**src/rtl/sent_cal_check.sv**
```systemverilog
module sent_cal_check #(
  parameter int CAL_W      = 12,
  parameter int TICK_CNT   = 8,
  parameter int NOM_TICKS  = 56,
  parameter int TOL_DIV    = 4,
  parameter int SUCC_SHIFT = 6
) (
  input  logic             clk,
  input  logic             rst_n,
  input  logic             cal_valid,
  input  logic [CAL_W-1:0] cal_len,
  output logic             range_err,
  output logic             succ_err,
  output logic             cal_good
);
  localparam int NOM_CNT = NOM_TICKS * TICK_CNT;
  localparam int TOL_CNT = NOM_CNT / TOL_DIV;
  localparam logic [CAL_W-1:0] LEN_LO = CAL_W'(NOM_CNT - TOL_CNT);
  localparam logic [CAL_W-1:0] LEN_HI = CAL_W'(NOM_CNT + TOL_CNT);
  localparam int PROD_W = CAL_W + SUCC_SHIFT;

  logic [CAL_W-1:0]  prev_q, prev_d;
  logic              have_q, have_d;
  logic              in_range;
  logic              upd_en;
  logic [CAL_W-1:0]  diff;
  logic [PROD_W-1:0] diff_scaled;
  logic [PROD_W-1:0] prev_ext;
  logic              too_far;

  always_comb begin
    in_range    = (cal_len >= LEN_LO) && (cal_len <= LEN_HI);
    diff        = (cal_len >= prev_q) ? (cal_len - prev_q) : (prev_q - cal_len);
    diff_scaled = {diff, {SUCC_SHIFT{1'b0}}};
    prev_ext    = {{SUCC_SHIFT{1'b0}}, prev_q};
    too_far     = diff_scaled > prev_ext;
    range_err   = cal_valid && !in_range;
    succ_err    = cal_valid && in_range && have_q && too_far;
    cal_good    = cal_valid && in_range && !(have_q && too_far);
    upd_en      = cal_valid && in_range;
  end

  always_comb begin
    prev_d = prev_q;
    have_d = have_q;
    if (upd_en) begin
      prev_d = cal_len;
      have_d = 1'b1;
    end
  end

  always_ff @(posedge clk or negedge rst_n) begin
    if (!rst_n) begin
      prev_q <= '0;
      have_q <= 1'b0;
    end else if (upd_en) begin
      prev_q <= prev_d;
      have_q <= have_d;
    end
  end
endmodule

```
**config.mk**
```make
export PLATFORM = sky130hd
export DESIGN_NAME = sent_cal_check
export DESIGN_NICKNAME = d
export VERILOG_FILES = /design/src/rtl/sent_cal_check.sv
export SDC_FILE = /design/constraint.sdc
export NUM_CORES = 1
export LEC_CHECK = 0
export BUFFER_PORTS_ARGS = -buffer_cell sky130_fd_sc_hd__buf_4
export CORE_MARGIN = 3
export CORE_UTILIZATION = 55
export CTS_CLUSTER_DIAMETER = 50
export DETAILED_ROUTE_END_ITERATION = 8
export PLACE_DENSITY = 0.75
export SYNTH_ARGS = -nofsm -noshare
export SYNTH_HDL_FRONTEND = slang
export SYNTH_SLANG_ARGS = --single-unit
```
**constraint.sdc**
```tcl
create_clock -name clk -period 7.8 [get_ports clk]
set_input_delay 1.56 -clock clk [delete_from_list [all_inputs] [get_ports clk]]
set_output_delay 1.56 -clock clk [all_outputs]
set_load 0.02 [all_outputs]
```
==> results of run 1 <==
-- logic make-up (layout without fill, tap and decap cells) --
kind of cell / Yosys count / count (layout) / synth area share
buf+inv: 40 / 52 / 0.09419
mux: 8 / 8 / 0.04604
xor+xnor: 10 / 10 / 0.04957
flops: 13 / 13 / 0.1841
fa+ha+maj: 31 / 31 / 0.2280
compound gates: 72 / 72 / 0.2755
simple gates: 44 / 44 / 0.1225
-- final cells by class --
cell class / instances / share of cell area
clock buffers: 4 / 0.01364
inverters: 30 / 0.05844
multi-input cells: 165 / 0.6617
flip-flops and latches: 13 / 0.1688
well taps: 42 / 0.02727
repair buffers: 18 / 0.07013
-- critical path: stages --
cell	delay [ns]
buf_4	0.11
inv_1	0.09
ha_1	0.21
inv_1	0.08
fa_1	0.42
nand3_1	0.10
a311oi_1	0.13
a211oi_4	0.41
mux2i_1	0.23
nand2_1	0.09
nand2_1	0.09
xor2_1	0.16
ha_1	0.27
a21o_1	0.16
a21oi_1	0.13
o21ai_0	0.09
a21oi_1	0.18
o211ai_1	0.11
o41ai_2	0.42
nor2b_1	0.18
buf_4	0.16
-- power groups by stage --
| stage | combinational [uW] | sequential, uW | clock (uW) |
|---|---|---|---|
| floorplan | 261 | 94.9 | 0 |
| global placement | 326 | 98.4 | 0 |
| detailed placement | 333 | 98.8 | 0 |
| CTS | 336 | 97.4 | 49.1 |
| global route | 382 | 100 | 52.2 |
| finish | 341 | 97.4 | 48.2 |
-- worst max path at each step --
stage                     to  slack [ns]  startpoint
floorplan           cal_good        1.14  cal_len[0]
global placement    cal_good        0.98  cal_len[0]
detailed placement  cal_good        0.90  cal_len[0]
CTS                 cal_good        0.88  cal_len[0]
global route        cal_good        0.45  cal_len[0]
finish              cal_good        0.87  cal_len[0]
-- metal layers --
metal	up-vias	GRT usage	wire length [um]	share of wire
li1	808	-	-	-
met1	784	0.3385	2098	0.46
met2	60	0.3941	2107	0.47
met3	10	0.02878	238	0.053
met4	0	0.07163	87	0.019
met5	-	0	0	0
-- stage by stage --
stage                     std cells  cell area, sq um  total power [uW]  setup WS [ns]
after floorplan                 218              1767             356.1          1.136
after global placement          268              1901             423.9         0.9779
after detailed placement        268              1901             431.5         0.9028
after CTS                       272              1927             482.2         0.8806
after global routing            272              1927             534.6         0.4539
final                           272              1927             486.4         0.8710
-- sequential cells by signal, indices dropped and copies added, names as in the netlist --
| register | cells |
|---|---|
| have_q | 1 |
| prev_q | 12 |
-- cells in the final DEF (no fill, tap or decap), types with 2 or more instances in the layout --
master | netlist | final
a211oi_1 | 2 | 2
a21o_1 | 8 | 8
a21o_2 | 2 | 2
a21oi_1 | 20 | 20
a221o_1 | 2 | 2
a221oi_1 | 5 | 5
a31oi_1 | 3 | 3
and2_1 | 2 | 2
and3_1 | 2 | 2
buf_4 | 0 | 18
clkbuf_4 | 0 | 3
dfrtp_1 | 13 | 13
fa_1 | 2 | 2
ha_1 | 29 | 29
inv_1 | 30 | 30
mux2i_1 | 7 | 7
nand2_1 | 19 | 19
nand3_1 | 7 | 7
nand4_1 | 4 | 4
nor2b_1 | 2 | 2
nor4_1 | 3 | 3
o211ai_1 | 3 | 3
o21ai_0 | 16 | 16
o21bai_1 | 3 | 3
o221ai_1 | 2 | 2
o31ai_1 | 2 | 2
xnor2_1 | 5 | 5
xor2_1 | 5 | 5
==> tab_implementation.tex, run 1 <==
\begin{tabular}{lr}
\hline
Metric & Value \\
\hline
\multicolumn{2}{l}{\textbf{Detailed routing}} \\
Vias per Instance & 6.110 \\
Number of design-rule violations left by the first detailed-router iteration & 152 \\
Post-DRT Antenna Nets & 0 \\
Total vias in the final route & 1662 \\
Total iterations of the first detailed-routing run & 5 \\
Drc violations & 0 \\
WL/cell & 16.66 um \\
DRT Wirelength & 4531 um \\
\multicolumn{2}{l}{\textbf{Clock tree}} \\
CTS tree & built \\
Deepest level of the CTS H-tree & 1 \\
Maximum count of clock buffers along a single path & 2 \\
Clock-pin slew on the worst setup and hold paths & 0.09 ns \\
Post-CTS Setup Repair Bufs & 0 \\
Clock tree root driver cell & clkbuf\_4 \\
Clock latency reported for the late side of the worst-skew pair & 0.29 ns \\
Quantity of hold-fixing buffers added after cts & 0 \\
Post-cts resize count & 0 \\
Clock buffers created by TritonCTS & 3 \\
Clock sink total & 13 \\
\multicolumn{2}{l}{\textbf{Min path}} \\
Origin of the worst min-delay path & have\_q\$\_DFFE\_PN0P\_ \\
Endpoint with the worst hold slack & have\_q\$\_DFFE\_PN0P\_ \\
Kind of path behind the tightest hold check & flip-flop to flip-flop \\
Number of stages on the worst hold path & 1 \\
\multicolumn{2}{l}{\textbf{Floorplan}} \\
Initial core utilization & 0.6091 \\
Area of the die & 3928 sq um \\
Die outline width & 62.68 um \\
Core ar. & 2900 sq um \\
Die Span Y & 62.68 um \\
Number of ports placed on the die boundary & 18 \\
Cell row count & 19 \\
\multicolumn{2}{l}{\textbf{Cells and area}} \\
Area of combinational cells with multiple inputs & 1275 sq um \\
Sequential cell area & 325.3 sq um \\
Antenna diodes & 0 \\
Area added between synthesis and finish & 9.065\% \\
Fillcell total & 262 \\
Post-layout utilization of the core & 0.6644 \\
Fraction of final layout cells with drive strength greater than 1 & 0.1217 \\
Total Nets Final & 277 \\
\multicolumn{2}{l}{\textbf{Power}} \\
Total power per unit cell area & 252.4 nW/um\^{}2 \\
Share of power burned in the clock network & 0.099 \\
Portion of total power attributed to sequential cells & 0.200 \\
Worst IR drop on VDD & 114.3 uV \\
Leak pwr & 0.0009722 uW \\
Comb power frac & 0.701 \\
Internal power contribution & 246.6 uW \\
Fraction of power spent switching nets & 0.4930 \\
Switching power & 239.8 uW \\
\multicolumn{2}{l}{\textbf{STA}} \\
Worst hold margin & 0.5083 ns \\
Unrepaired setup endpoints after global routing & false \\
Max Fclk & 144.3 MHz \\
Ratio of final minimum period to clock period & 0.8883 \\
Final hold viol count & 0 \\
Final slew viol count & 0 \\
Final count of negative-setup-slack endpoints & 0 \\
Transition time at the pin with the least slew margin & 0.6776 ns \\
Headroom to the max-slew limit & 0.5472 \\
Aggregate negative setup slack & 0 ns \\
Post-layout min period & 6.929 ns \\
Clock tree skew after final layout & 0 ns \\
\multicolumn{2}{l}{\textbf{GRT}} \\
Number of antenna violations at the first check in global routing & 0 \\
Largest net degree at the start of global routing & 24 \\
Global-route congestion overflow total & 0 \\
Tot GR Track Use & 0.2434 \\
Global-route wire length before repair & 7679 um \\
Via count of the first global-routing pass & 1595 \\
\multicolumn{2}{l}{\textbf{Synthesis}} \\
Leading cell types by count after synthesis & inv\_1 (30), ha\_1 (29), a21oi\_1 (20) \\
Post-synthesis net count & 264 \\
Cell Area, Synth & 1767 sq um \\
Synth Warn \# & 0 \\
Distinct cell type count after synthesis & 39 \\
Count of state elements after synthesis & 13 \\
Seq/Total Area, Yosys & 0.1841 \\
Most repeated cell in the gate-level netlist after synthesis & inv\_1 \\
EDFF count, synth & 0 \\
Largest cells by area after synthesis & ha\_1 (21\%), dfrtp\_1 (18\%), inv\_1 (6.4\%) \\
Share of synthesized flip-flops with an asynchronous set or reset & 1.000 \\
Cell type contributing the most total cell area after synthesis & ha\_1 \\
Synth Flop Type & dfrtp\_1 \\
Post-synth top area share & 0.2054 \\
Synthesized netlist cell count & 218 \\
Average footprint of a synthesized cell & 8.104 sq um \\
\multicolumn{2}{l}{\textbf{Setup path}} \\
Endpoint of the worst register-to-register path & prev\_q[0]\$\_DFFE\_PN0P\_ \\
Setup crit end kind & primary output \\
Worst r2r path cells & 2 \\
Critical-path maximum fanout & 7 \\
Startpoint type of the worst setup path & primary input \\
Data required time of the worst path & 6.24 ns \\
Kind of critical path & primary input to primary output \\
Reg-to-reg startpoint & prev\_q[0]\$\_DFFE\_PN0P\_ \\
Worst endpoint data arrival time & 5.37 ns \\
Reg-to-reg setup timing slack & 7.05 ns \\
\multicolumn{2}{l}{\textbf{Placed design}} \\
HPWL Detailed & 3673 um \\
Weighted congestion reported at the end of routability-driven placement & 0.8845 \\
Port buffer count & 17 \\
\multicolumn{2}{l}{\textbf{Flow run}} \\
Max-Cap Viols & 0 \\
\multicolumn{2}{l}{\textbf{Outcome}} \\
Outcome & completed \\
\hline
\end{tabular}
Power figures use the tool's default switching activity.
==> run 2: changes to the inputs <==
--- a/config.mk
+++ b/config.mk
@@ -6,7 +6,7 @@
 export NUM_CORES = 1
 export LEC_CHECK = 0
 export BUFFER_PORTS_ARGS = -buffer_cell sky130_fd_sc_hd__buf_4
-export CORE_MARGIN = 3
+export CORE_MARGIN = 2
 export CORE_UTILIZATION = 55
 export CTS_CLUSTER_DIAMETER = 50
 export DETAILED_ROUTE_END_ITERATION = 8
==> tab_implementation.tex, run 2 (synthesis results as in run 1) <==
\begin{tabular}{lr}
\hline
Metric & Value \\
\hline
\multicolumn{2}{l}{\textbf{Power}} \\
Switching power & 235.4 uW \\
Portion of total power attributed to sequential cells & 0.201 \\
Leak pwr & 0.0009722 uW \\
Total power per unit cell area & 249.2 nW/um\^{}2 \\
Share of power burned in the clock network & 0.099 \\
Internal power contribution & 245.5 uW \\
Worst IR drop on VDD & 127.2 uV \\
Comb power frac & 0.700 \\
Fraction of power spent switching nets & 0.4895 \\
\multicolumn{2}{l}{\textbf{STA}} \\
Final hold viol count & 0 \\
Unrepaired setup endpoints after global routing & false \\
Max Fclk & 138.9 MHz \\
Final count of negative-setup-slack endpoints & 0 \\
Ratio of final minimum period to clock period & 0.9228 \\
Final worst setup slack & 0.6024 ns \\
Clock tree skew after final layout & 0 ns \\
Headroom to the max-slew limit & 0.4614 \\
Post-layout min period & 7.198 ns \\
Final slew viol count & 0 \\
Aggregate negative setup slack & 0 ns \\
Transition time at the pin with the least slew margin & 0.8053 ns \\
\multicolumn{2}{l}{\textbf{Cells and area}} \\
Fillcell total & 297 \\
Most common cell after layout, fill and taps aside & inv\_1 \\
Area added between synthesis and finish & 9.207\% \\
Fraction of final layout cells with drive strength greater than 1 & 0.1217 \\
Largest register by flop count & prev\_q \\
Number of standard cells in the layout, taps in and fillers out & 274 \\
Leading cell types in the layout, fill and taps excluded & inv\_1 (30), ha\_1 (29), a21oi\_1 (20) \\
Largest registers & prev\_q x12, have\_q x1 \\
Flip-flop count of the largest register, all copies and words added & 12 \\
Antenna diodes & 0 \\
Total Nets Final & 277 \\
Total non-filler cell area in the finished layout & 1929 sq um \\
\multicolumn{2}{l}{\textbf{Setup path}} \\
Critical-path maximum fanout & 16 \\
Slowest Stage Delay on Critical Path & 0.72 ns \\
Endpoint of the worst register-to-register path & prev\_q[0]\$\_DFFE\_PN0P\_ \\
Worst r2r path cells & 2 \\
Data required time of the worst path & 6.24 ns \\
Critical path's top delay family & compound AO/OA/AOI/OAI gates \\
Worst endpoint data arrival time & 5.64 ns \\
Max stage delay cell, worst path & a211oi\_4 \\
Total number of cells along the worst setup path & 21 \\
Kind of critical path & primary input to primary output \\
Startpoint type of the worst setup path & primary input \\
Crit path cell chain & buf\_4, inv\_1, ha\_1, inv\_1, fa\_1, nand3\_1, a311oi\_1, a211oi\_4, mux2i\_1, nand2\_1, nand2\_1, xor2\_1, ha\_1, a21o\_1, a21oi\_1, o21ai\_0, a21oi\_1, o211ai\_1, o41ai\_2, nor2b\_1, buf\_4 \\
WP buf/inv & 4 \\
Reg-to-reg startpoint & prev\_q[0]\$\_DFFE\_PN0P\_ \\
Reg-to-reg setup timing slack & 7.03 ns \\
Setup crit end kind & primary output \\
\multicolumn{2}{l}{\textbf{Detailed routing}} \\
Drc violations & 0 \\
WL/cell & 15.58 um \\
Vias per Instance & 6.022 \\
DRT Wirelength & 4270 um \\
Total vias in the final route & 1650 \\
Number of design-rule violations left by the first detailed-router iteration & 113 \\
Post-DRT Antenna Nets & 0 \\
Total iterations of the first detailed-routing run & 4 \\
\multicolumn{2}{l}{\textbf{Clock tree}} \\
CTS tree & built \\
Quantity of hold-fixing buffers added after cts & 0 \\
Clock latency reported for the late side of the worst-skew pair & 0.29 ns \\
Clock buffers created by TritonCTS & 3 \\
Post-cts resize count & 0 \\
Post-CTS Setup Repair Bufs & 0 \\
Maximum count of clock buffers along a single path & 2 \\
Clock sink total & 13 \\
Deepest level of the CTS H-tree & 1 \\
Clock-pin slew on the worst setup and hold paths & 0.09 ns \\
Clock tree root driver cell & clkbuf\_4 \\
\multicolumn{2}{l}{\textbf{GRT}} \\
Tot GR Track Use & 0.2689 \\
Global-route wire length before repair & 7279 um \\
Largest net degree at the start of global routing & 24 \\
Number of antenna violations at the first check in global routing & 0 \\
Global-route congestion overflow total & 0 \\
Via count of the first global-routing pass & 1514 \\
\multicolumn{2}{l}{\textbf{Floorplan}} \\
Area of the die & 3681 sq um \\
Core ar. & 3053 sq um \\
Cell row count & 20 \\
Die outline width & 60.68 um \\
Die Span Y & 60.68 um \\
Initial core utilization & 0.5787 \\
Number of ports placed on the die boundary & 18 \\
\multicolumn{2}{l}{\textbf{Placed design}} \\
Standard cell area after detailed placement & 1903 sq um \\
Port buffer count & 17 \\
Number of instances in the placed design & 270 \\
HPWL Detailed & 3449 um \\
Weighted congestion reported at the end of routability-driven placement & 0.9127 \\
Place WS & 0.6397 ns \\
\multicolumn{2}{l}{\textbf{Min path}} \\
Number of stages on the worst hold path & 1 \\
Endpoint with the worst hold slack & have\_q\$\_DFFE\_PN0P\_ \\
Origin of the worst min-delay path & have\_q\$\_DFFE\_PN0P\_ \\
Kind of path behind the tightest hold check & flip-flop to flip-flop \\
\multicolumn{2}{l}{\textbf{Outcome}} \\
Outcome & completed \\
\multicolumn{2}{l}{\textbf{Flow run}} \\
Max-Cap Viols & 0 \\
\hline
\end{tabular}
-- run 2: how the worst max path moves through the flow --
stage | startpoint | endpoint | slack [ns]
after floorplan | cal_len[0] | cal_good | 1.14
after global placement | cal_len[0] | cal_good | 0.73
after detailed placement | cal_len[0] | cal_good | 0.64
after CTS | cal_len[0] | cal_good | 0.64
after global routing | cal_len[0] | cal_good | 0.23
final | cal_len[0] | cal_good | 0.60
-- run 2: per-stage QoR --
stage          power [uW]  hold slack (ns)  utilization
2_1_floorplan       356.1           0.4539            -
3_3_place_gp        423.4           0.4839       0.6234
3_5_place_dp        425.6           0.4888       0.6234
4_1_cts             473.9           0.5135       0.6320
5_1_grt             527.1           0.5348       0.6320
6_report            480.8           0.5080       0.6320
-- run 2: cell type report --
class	instances	area, sq um	share of cell area
Multi-Input combinational cell	165	1275	0.6608
Clock buffer	4	26.28	0.01362
Tap cell	44	55.05	0.02853
Sequential cell	13	325.3	0.1686
Inverter	30	112.6	0.05837
Timing Repair Buffer	18	135.1	0.07004
-- run 2: power by group through the flow --
| stage | sequential [uW] | clock [uW] | combinational (uW) |
|---|---|---|---|
| after CTS | 96.7 | 48.1 | 329 |
| final | 96.5 | 47.5 | 337 |
| after floorplan | 94.9 | 0 | 261 |
| after global placement | 98.0 | 0 | 325 |
| after global routing | 99.3 | 50.6 | 377 |
| after detailed placement | 98.2 | 0 | 327 |
-- run 2: per-layer routing --
layer,part of all wire,vias to the layer above,GRT usage
met5,0,-,0
met4,0.019,0,0.1056
met3,0.082,8,0.04904
met2,0.44,75,0.3810
met1,0.46,765,0.4018
li1,-,802,-
==> run 3: changes to the inputs <==
--- a/config.mk
+++ b/config.mk
@@ -7,10 +7,9 @@
 export LEC_CHECK = 0
 export BUFFER_PORTS_ARGS = -buffer_cell sky130_fd_sc_hd__buf_4
 export CORE_MARGIN = 2
-export CORE_UTILIZATION = 55
+export CORE_UTILIZATION = 45
 export CTS_CLUSTER_DIAMETER = 50
 export DETAILED_ROUTE_END_ITERATION = 8
-export PLACE_DENSITY = 0.75
 export SYNTH_ARGS = -nofsm -noshare
 export SYNTH_HDL_FRONTEND = slang
 export SYNTH_SLANG_ARGS = --single-unit
==> tab_implementation.tex, run 3 (synthesis results as in run 1) <==
\begin{tabular}{lr}
\hline
Metric & Value \\
\hline
\multicolumn{2}{l}{\textbf{Setup path}} \\
Critical-path maximum fanout & 10 \\
Data required time of the worst path & 6.24 ns \\
Worst endpoint data arrival time & 5.37 ns \\
Startpoint type of the worst setup path & primary input \\
Setup crit end kind & primary output \\
Kind of critical path & primary input to primary output \\
\multicolumn{2}{l}{\textbf{Clock tree}} \\
CTS tree & built \\
Clock-pin slew on the worst setup and hold paths & 0.05 ns \\
Clock buffers created by TritonCTS & 3 \\
Post-cts resize count & 0 \\
Clock latency reported for the late side of the worst-skew pair & 0.24 ns \\
Quantity of hold-fixing buffers added after cts & 0 \\
Clock sink total & 13 \\
Deepest level of the CTS H-tree & 1 \\
Post-CTS Setup Repair Bufs & 0 \\
Maximum count of clock buffers along a single path & 2 \\
Clock tree root driver cell & clkbuf\_8 \\
\multicolumn{2}{l}{\textbf{Detailed routing}} \\
Number of design-rule violations left by the first detailed-router iteration & 135 \\
Total vias in the final route & 1630 \\
Post-DRT Antenna Nets & 0 \\
WL/cell & 17.03 um \\
DRT Wirelength & 4734 um \\
Vias per Instance & 5.863 \\
Total iterations of the first detailed-routing run & 4 \\
Drc violations & 0 \\
\multicolumn{2}{l}{\textbf{Cells and area}} \\
Total Nets Final & 277 \\
Largest register by flop count & prev\_q \\
Area of combinational cells with multiple inputs & 1275 sq um \\
Fraction of final layout cells with drive strength greater than 1 & 0.1217 \\
Total non-filler cell area in the finished layout & 1953 sq um \\
Largest registers & prev\_q x12, have\_q x1 \\
Antenna diodes & 0 \\
Area added between synthesis and finish & 10.55\% \\
Most common cell after layout, fill and taps aside & inv\_1 \\
Fillcell total & 379 \\
Flip-flop count of the largest register, all copies and words added & 12 \\
Post-layout utilization of the core & 0.5256 \\
Leading cell types in the layout, fill and taps excluded & inv\_1 (30), ha\_1 (29), a21oi\_1 (20) \\
Sequential cell area & 325.3 sq um \\
\multicolumn{2}{l}{\textbf{GRT}} \\
Largest net degree at the start of global routing & 24 \\
Number of antenna violations at the first check in global routing & 0 \\
Tot GR Track Use & 0.2340 \\
Global-route wire length before repair & 7797 um \\
Global-route congestion overflow total & 0 \\
Via count of the first global-routing pass & 1634 \\
\multicolumn{2}{l}{\textbf{Power}} \\
Leak pwr & 0.0009799 uW \\
Total power per unit cell area & 258.7 nW/um\^{}2 \\
Comb power frac & 0.686 \\
Fraction of power spent switching nets & 0.4799 \\
Share of power burned in the clock network & 0.119 \\
Portion of total power attributed to sequential cells & 0.195 \\
Worst IR drop on VDD & 129.2 uV \\
Internal power contribution & 262.8 uW \\
Switching power & 242.5 uW \\
\multicolumn{2}{l}{\textbf{Placed design}} \\
Standard cell area after detailed placement & 1908 sq um \\
Weighted congestion reported at the end of routability-driven placement & 0.8887 \\
Port buffer count & 17 \\
HPWL Detailed & 3889 um \\
\multicolumn{2}{l}{\textbf{Floorplan}} \\
Initial core utilization & 0.4754 \\
Die outline width & 66.66 um \\
Area of the die & 4443 sq um \\
Number of ports placed on the die boundary & 18 \\
Cell row count & 22 \\
Core ar. & 3716 sq um \\
Die Span Y & 66.66 um \\
\multicolumn{2}{l}{\textbf{STA}} \\
Final hold viol count & 0 \\
Final slew viol count & 0 \\
Headroom to the max-slew limit & 0.5821 \\
Final count of negative-setup-slack endpoints & 0 \\
Clock tree skew after final layout & 0 ns \\
Post-layout min period & 6.927 ns \\
Max Fclk & 144.4 MHz \\
Unrepaired setup endpoints after global routing & false \\
Aggregate negative setup slack & 0 ns \\
Ratio of final minimum period to clock period & 0.8880 \\
Transition time at the pin with the least slew margin & 0.6254 ns \\
Worst hold margin & 0.5057 ns \\
\multicolumn{2}{l}{\textbf{Flow run}} \\
Max-Cap Viols & 0 \\
\multicolumn{2}{l}{\textbf{Outcome}} \\
Outcome & completed \\
\multicolumn{2}{l}{\textbf{Min path}} \\
Kind of path behind the tightest hold check & flip-flop to flip-flop \\
\hline
\end{tabular}
[run 3: power by group through the flow]
stage / registers [uW] / logic (uW) / clock network (uW)
after global placement: 98.8 / 336 / 0
after global routing: 101 / 384 / 64.8
after detailed placement: 99.4 / 338 / 0
final: 98.5 / 347 / 60.2
after floorplan: 94.9 / 261 / 0
after CTS: 98.1 / 341 / 63.2
[run 3: path summary, 6_finish.rpt]
check                                       from                endpoint  slack [ns]  depth (start not counted)
setup / recovery                      cal_len[0]                cal_good        0.87                         21
hold / removal                have_q$_DFFE_PN0P_      have_q$_DFFE_PN0P_        0.51                          1
setup reg to reg           prev_q[0]$_DFFE_PN0P_   prev_q[0]$_DFFE_PN0P_        6.99                          2
hold reg to reg               have_q$_DFFE_PN0P_      have_q$_DFFE_PN0P_        0.51                          1
max in group asynchronous                  rst_n  prev_q[10]$_DFFE_PN0P_        6.49                          1
min in group asynchronous                  rst_n   prev_q[3]$_DFFE_PN0P_        1.15                          1
[run 3: area by class of cell]
| class | instances | share of cell area |
|---|---|---|
| Multi-Input combinational cell | 165 | 0.6528 |
| Sequential cell | 13 | 0.1666 |
| Timing Repair Buffer | 18 | 0.06919 |
| Inverter | 30 | 0.05766 |
| Tap cell | 48 | 0.03075 |
| Clock buffer | 4 | 0.02306 |
[run 3: through the flow]
stage,setup slack [ns],cells,total power [uW]
5_1_grt,0.5019,278,549.6
6_report,0.8733,278,505.3
4_1_cts,0.9073,278,501.9
3_5_place_dp,0.9224,274,437.3
2_1_floorplan,1.136,218,356.1
3_3_place_gp,0.9704,274,434.9
[run 3: per-layer routing]
| metal | GRT usage | share of wire | wire [um] | up-vias |
|---|---|---|---|---|
| li1 | - | - | - | 797 |
| met1 | 0.3313 | 0.48 | 2274 | 781 |
| met2 | 0.3763 | 0.46 | 2168 | 47 |
| met3 | 0.01858 | 0.053 | 253 | 5 |
| met4 | 0.07398 | 0.0080 | 38 | 0 |
| met5 | 0 | 0 | 0 | - |
[run 3: worst max-delay path, cell delays in order]
cell      delay [ns]
buf_4           0.11
inv_1           0.09
ha_1            0.19
inv_1           0.07
fa_1            0.40
nand3_1         0.09
a311oi_1        0.13
a211oi_4        0.51
mux2i_1         0.24
nand2_1         0.08
nand2_1         0.09
xor2_1          0.17
ha_1            0.27
a21o_1          0.16
a21oi_1         0.14
o21ai_0         0.11
a21oi_1         0.15
o211ai_1        0.11
o41ai_2         0.37
nor2b_1         0.17
buf_4           0.16
